[src/rtl/pwmev_pkg.sv]
package pwmev_pkg;
    localparam int ADDR_W   = 3;
    localparam int A_DIV    = 0;
    localparam int A_MID    = 1;
    localparam int A_PER    = 2;
    localparam int A_DUTY   = 3;
    localparam int A_CTRL   = 4;
    localparam int B_POL    = 0;
    localparam int B_IE1    = 1;
    localparam int B_IE2    = 2;
    localparam int N_EVT    = 2;

    typedef enum logic {
        LVL_PERIOD = 1'b0,
        LVL_DUTY   = 1'b1
    } pwm_lvl_e;
endpackage

[src/rtl/pwmev_regs.sv]
module pwmev_regs
    import pwmev_pkg::*;
#(
    parameter int W = 8
) (
    input  logic              clk,
    input  logic              rst,
    input  logic              wr_en,
    input  logic [ADDR_W-1:0] wr_addr,
    input  logic [W-1:0]      wr_data,
    output logic [W-1:0]      div_q,
    output logic [W-1:0]      mid_q,
    output logic [W-1:0]      per_q,
    output logic [W-1:0]      duty_q,
    output logic              pol_q,
    output logic [N_EVT-1:0]  ie_q
);
    always_ff @(posedge clk) begin
        if (rst) begin
            div_q  <= '0;
            mid_q  <= '0;
            per_q  <= '0;
            duty_q <= '0;
            pol_q  <= 1'b0;
            ie_q   <= '0;
        end else if (wr_en) begin
            unique case (int'(wr_addr))
                A_DIV:  div_q  <= wr_data;
                A_MID:  mid_q  <= wr_data;
                A_PER:  per_q  <= wr_data;
                A_DUTY: duty_q <= wr_data;
                A_CTRL: begin
                    pol_q <= wr_data[B_POL];
                    ie_q  <= {wr_data[B_IE2], wr_data[B_IE1]};
                end
                default: ;
            endcase
        end
    end
endmodule

[src/rtl/pwmev_prescale.sv]
module pwmev_prescale #(
    parameter int W = 8
) (
    input  logic         clk,
    input  logic         rst,
    input  logic         pulse_in,
    input  logic [W-1:0] div_q,
    input  logic [W-1:0] mid_q,
    output logic         tick,
    output logic         mid_hit
);
    logic [W-1:0] cnt_q;
    logic         wrap;

    assign wrap    = pulse_in && (cnt_q == div_q);
    assign mid_hit = pulse_in && (cnt_q == mid_q);

    always_ff @(posedge clk) begin
        if (rst) begin
            cnt_q <= '0;
            tick  <= 1'b0;
        end else begin
            tick <= wrap;
            if (wrap)
                cnt_q <= '0;
            else if (pulse_in)
                cnt_q <= cnt_q + 1'b1;
        end
    end
endmodule

[src/rtl/pwmev_pwm.sv]
module pwmev_pwm
    import pwmev_pkg::*;
#(
    parameter int W = 8
) (
    input  logic         clk,
    input  logic         rst,
    input  logic         tick,
    input  logic [W-1:0] per_q,
    input  logic [W-1:0] duty_q,
    input  logic         pol_q,
    output logic [W-1:0] cnt_q,
    output logic         period_hit,
    output logic         pwm_out
);
    pwm_lvl_e state_q, state_d;
    logic     duty_hit;

    assign period_hit = tick && (cnt_q == per_q);
    assign duty_hit   = tick && !period_hit && (cnt_q == duty_q);

    always_ff @(posedge clk) begin
        if (rst)
            cnt_q <= '0;
        else if (period_hit)
            cnt_q <= '0;
        else if (tick)
            cnt_q <= cnt_q + 1'b1;
    end

    always_comb begin
        state_d = state_q;
        unique case (state_q)
            LVL_PERIOD: if (duty_hit)   state_d = LVL_DUTY;
            LVL_DUTY:   if (period_hit) state_d = LVL_PERIOD;
            default:                    state_d = LVL_PERIOD;
        endcase
    end

    always_ff @(posedge clk) begin
        if (rst)
            state_q <= LVL_PERIOD;
        else
            state_q <= state_d;
    end

    always_comb begin
        unique case (state_q)
            LVL_PERIOD: pwm_out = pol_q;
            LVL_DUTY:   pwm_out = !pol_q;
            default:    pwm_out = pol_q;
        endcase
    end
endmodule

[src/rtl/pwmev_flags.sv]
module pwmev_flags #(
    parameter int N = 2
) (
    input  logic         clk,
    input  logic         rst,
    input  logic [N-1:0] set,
    input  logic [N-1:0] ack,
    input  logic [N-1:0] ie,
    output logic [N-1:0] flag,
    output logic [N-1:0] irq
);
    for (genvar i = 0; i < N; i++) begin : g_flag
        always_ff @(posedge clk) begin
            if (rst)
                flag[i] <= 1'b0;
            else if (set[i])
                flag[i] <= 1'b1;
            else if (ack[i])
                flag[i] <= 1'b0;
        end
        assign irq[i] = flag[i] && ie[i];
    end
endmodule

[src/rtl/pwm_evt_pair.sv]
module pwm_evt_pair
    import pwmev_pkg::*;
#(
    parameter int W = 8
) (
    input  logic              clk,
    input  logic              rst,
    input  logic              pulse_in,
    input  logic              wr_en,
    input  logic [ADDR_W-1:0] wr_addr,
    input  logic [W-1:0]      wr_data,
    input  logic              ack_evt1,
    input  logic              ack_evt2,
    output logic              pwm_out,
    output logic              flag_evt1,
    output logic              flag_evt2,
    output logic              irq_evt1,
    output logic              irq_evt2
);
    logic [W-1:0]     div_q, mid_q, per_q, duty_q, pwm_cnt;
    logic             pol_q, tick, mid_hit, period_hit;
    logic [N_EVT-1:0] ie_q, flags, irqs;

    pwmev_regs #(.W(W)) u_regs (
        .clk(clk), .rst(rst), .wr_en(wr_en), .wr_addr(wr_addr), .wr_data(wr_data),
        .div_q(div_q), .mid_q(mid_q), .per_q(per_q), .duty_q(duty_q),
        .pol_q(pol_q), .ie_q(ie_q)
    );

    pwmev_prescale #(.W(W)) u_pre (
        .clk(clk), .rst(rst), .pulse_in(pulse_in), .div_q(div_q), .mid_q(mid_q),
        .tick(tick), .mid_hit(mid_hit)
    );

    pwmev_pwm #(.W(W)) u_pwm (
        .clk(clk), .rst(rst), .tick(tick), .per_q(per_q), .duty_q(duty_q),
        .pol_q(pol_q), .cnt_q(pwm_cnt), .period_hit(period_hit), .pwm_out(pwm_out)
    );

    pwmev_flags #(.N(N_EVT)) u_flags (
        .clk(clk), .rst(rst), .set({mid_hit, period_hit}), .ack({ack_evt2, ack_evt1}),
        .ie(ie_q), .flag(flags), .irq(irqs)
    );

    assign flag_evt1 = flags[0];
    assign flag_evt2 = flags[1];
    assign irq_evt1  = irqs[0];
    assign irq_evt2  = irqs[1];
endmodule

[config.mk]
export PLATFORM = sky130hd
export DESIGN_NAME = pwm_evt_pair
export DESIGN_NICKNAME = d
export VERILOG_FILES = /design/src/rtl/pwmev_pkg.sv /design/src/rtl/pwmev_regs.sv /design/src/rtl/pwmev_prescale.sv /design/src/rtl/pwmev_pwm.sv /design/src/rtl/pwmev_flags.sv /design/src/rtl/pwm_evt_pair.sv
export SDC_FILE = /design/constraint.sdc
export NUM_CORES = 1
export LEC_CHECK = 0
export BUFFER_PORTS_ARGS = -buffer_cell sky130_fd_sc_hd__buf_2
export CORE_MARGIN = 5
export CORE_UTILIZATION = 40
export CTS_CLUSTER_DIAMETER = 200
export DETAILED_ROUTE_END_ITERATION = 6
export HOLD_SLACK_MARGIN = 0.03
export PLACE_DENSITY_LB_ADDON = 0.08
export SYNTH_ARGS = -nofsm -noshare
export SYNTH_HDL_FRONTEND = slang
export SYNTH_HIERARCHICAL = 1
export SYNTH_SLANG_ARGS = --single-unit
[constraint.sdc]
create_clock -name clk -period 1.4 [get_ports clk]
set_input_delay 0 -clock clk [delete_from_list [all_inputs] [get_ports clk]]
set_output_delay 0 -clock clk [all_outputs]
set_load 0.02 [all_outputs]
==> results.md <==
* Largest net degree at the start of global routing at 28
* Clock slew at reported path FFs at 0.09 ns
* CTS tree: done
* Syn Inst Count at 271
* Netlist cell types at 35
* Clk buf depth at 2
* Most frequent cells in the layout: dfxtp_1 (52), nand2b_1 (45), mux2i_1 (37), xnor2_1 (27), buf_4 (23)
* Leak pwr at 1.392 nW
* WS Path Type: flop to flop
* Crit end category: flop
* Pre-Repair DR Iteration Count at 4
* Worst-Margin Slew at 0.3938 ns
* Fin crit share at 0.9338
* Setup Total Neg Slack at 0 ns
* Max Fclk at 764.9 MHz
* Die height at 92.98 um
* Final Slew Violations at 0
* Fin nets at 324
* Initial Util at 0.4076
* Main flop type after synthesis: dfxtp_1
* Drt wl/cell at 14.15 um
* Inserted Diodes at 0
* CP startpoint: u_regs/per_q[2]
* RR Endpoint: u_pwm/cnt_q[4]
* Placed inst area at 3010 um2
* Overall routing resource usage at 0.1373
* Number of synthesized flops with an enable pin at 0
* Placed cell count at 376
* FFs w/ async S/R, synth at 0
* Final ANT Viol Nets at 0
* Vias in the first global route at 1864
* Post-layout min period at 1.307 ns
* Via density per instance at 4.663
* Seq cells post-synth at 55
* Reg2Reg Setup Slack at 0.09 ns
* Yosys warning total at 6
* Power density cells at 979.6 nW/um2
* Commonest non-fill, non-tap cell in the layout: dfxtp_1
* Number of I/O pins at 22
* Hold Slack at 0.04509 ns
* Layout cells sized above 1 at 0.2190
* Sequential cell area at 1105 um2
* Post-route total power at 3.103 mW
* Post-route cell area at 3168 um2
* Status: complete, no violations
* Routed wire length at 5.462 mm
* IO Port Bufs at 21
* Post-Syn Area at 2754 um2
* Clk_lat worst skew at 0.30 ns
* First-pass GRT wire length at 9.301 mm
* Hold crit path type: input pin to flop
* Gr ovfl total at 0
* Max IR drop VDD at 0.4175 mV
* Worst slack at placement at 0.02271 ns
* DRC violations left at 0
* Sink Count at 55
* Total number of vias at 1800
* Gpl congestion at 0.7979
* DPL Wire Length at 4.132 mm
* Final non-filler cell total at 386
* Final Skew at 0.008526 ns
* Core Util, Final at 0.4689
* Full die area at 8644 um2
* Initial antenna violation count at 0
* Core area at 6756 um2
* Core Rows at 30
* Setup ws final at 0.09262 ns
* Number of DRC markers in iteration 0 at 62
* Root Buffer: clkbuf_8
* Width of the die at 92.98 um
* Filler cells at 661
* Multi-input logic area at 1536 um2
* Worst path required time at 1.60 ns
* CP arrival at 1.51 ns
* Worst reg2reg path depth at 5
* Sequential area share after synthesis at 0.3998
* Max Cap Violations at 0
* Avg Inst Size Synth at 10.16 um2
* Critical path destination: u_pwm/cnt_q[4]
* H-tree Lvls at 2
* Syn nets at 290
* Worst-path fanout max at 5
* Area Overhead vs Synth at 15.04%
* Worst r2r src: u_regs/per_q[2]
* CP startpoint kind: flop
* CTS buffer count at 5
* Worst relative slew slack at 0.7360
* # setup viols final at 0
* Final Hold Fails at 0
[power breakdown]
group	internal, mW	switching, mW
clock	0.580	0.513
sequential	1.61	0.0380
combinational	0.181	0.185
total	2.37	0.736
[layout make-up]
type	count	share of cell area
flip-flops and latches	55	0.3487
clock buffers	6	0.02607
inverters	3	0.003555
multi-input cells	194	0.4850
well taps	80	0.03160
repair buffers	46	0.09400
clock inverters	2	0.01106
[synthesized netlist by cell type, types with 5 or more instances]
cell | count | area (um2)
buf_6 | 5 | 56.30
nand2b_1 | 45 | 281.5
nor3_1 | 11 | 55.05
nand4_1 | 6 | 37.54
nor2_1 | 13 | 48.80
clkbuf_1 | 7 | 26.28
dfxtp_1 | 55 | 1101
xnor2_1 | 27 | 236.5
nand2_1 | 10 | 37.54
xor2_1 | 17 | 148.9
mux2i_1 | 37 | 370.4
[worst min-delay path by stage]
stage | endpoint | depth (start not counted) | startpoint | slack [ns]
floorplan | u_flags/flag[0] | 1 | rst | 0.07
global placement | u_flags/flag[0] | 3 | ack_evt1 | 0.27
detailed placement | u_flags/flag[0] | 3 | ack_evt1 | 0.27
CTS | u_regs/per_q[7] | 3 | wr_data[7] | 0.05
global route | u_regs/div_q[7] | 3 | wr_data[7] | 0.07
finish | u_regs/per_q[7] | 3 | wr_data[7] | 0.05
[repair_timing]
action	in CTS	in global routing
endpoints found under the hold margin	2	0
gates resized for setup	0	6
buffers inserted	0	0
hold buffers	2	0
setup endpoints to repair	0	4
[worst max-delay path, cell delays in order (launching register included)]
cell	delay, ns
dfxtp_1	0.44
xnor2_4	0.14
nand4_2	0.17
o31ai_4	0.25
buf_4	0.17
nor2_1	0.05
[kinds of logic (layout without fill, tap and decap cells)]
group	count (synthesis)	in the layout	synth area share
simple gates	104	104	0.2322
flops	55	55	0.3998
xor+xnor	47	47	0.1617
mux	37	37	0.1345
buf+inv	22	57	0.04815
compound gates	4	4	0.01454
fa+ha+maj	2	2	0.009085
[flip-flops by register name (all words and copies together) (netlist names)]
signal	cells
u_pre/cnt_q	8
u_pwm/cnt_q	8
u_regs/div_q	8
u_regs/duty_q	8
u_regs/mid_q	8
u_regs/per_q	8
u_flags/flag	2
u_regs/ie_q	2
u_pre/tick	1
u_pwm/state_q	1
u_regs/pol_q	1
[routing by layer]
metal,wire length (um),track usage,part of all wire,vias to the layer above
li1,-,-,-,967
met1,2673,0.1861,0.49,821
met2,2650,0.2220,0.49,7
met3,82,0.02655,0.015,5
met4,55,0.04029,0.010,0
met5,0,0,0,-
(Power assumes the default switching activity.)
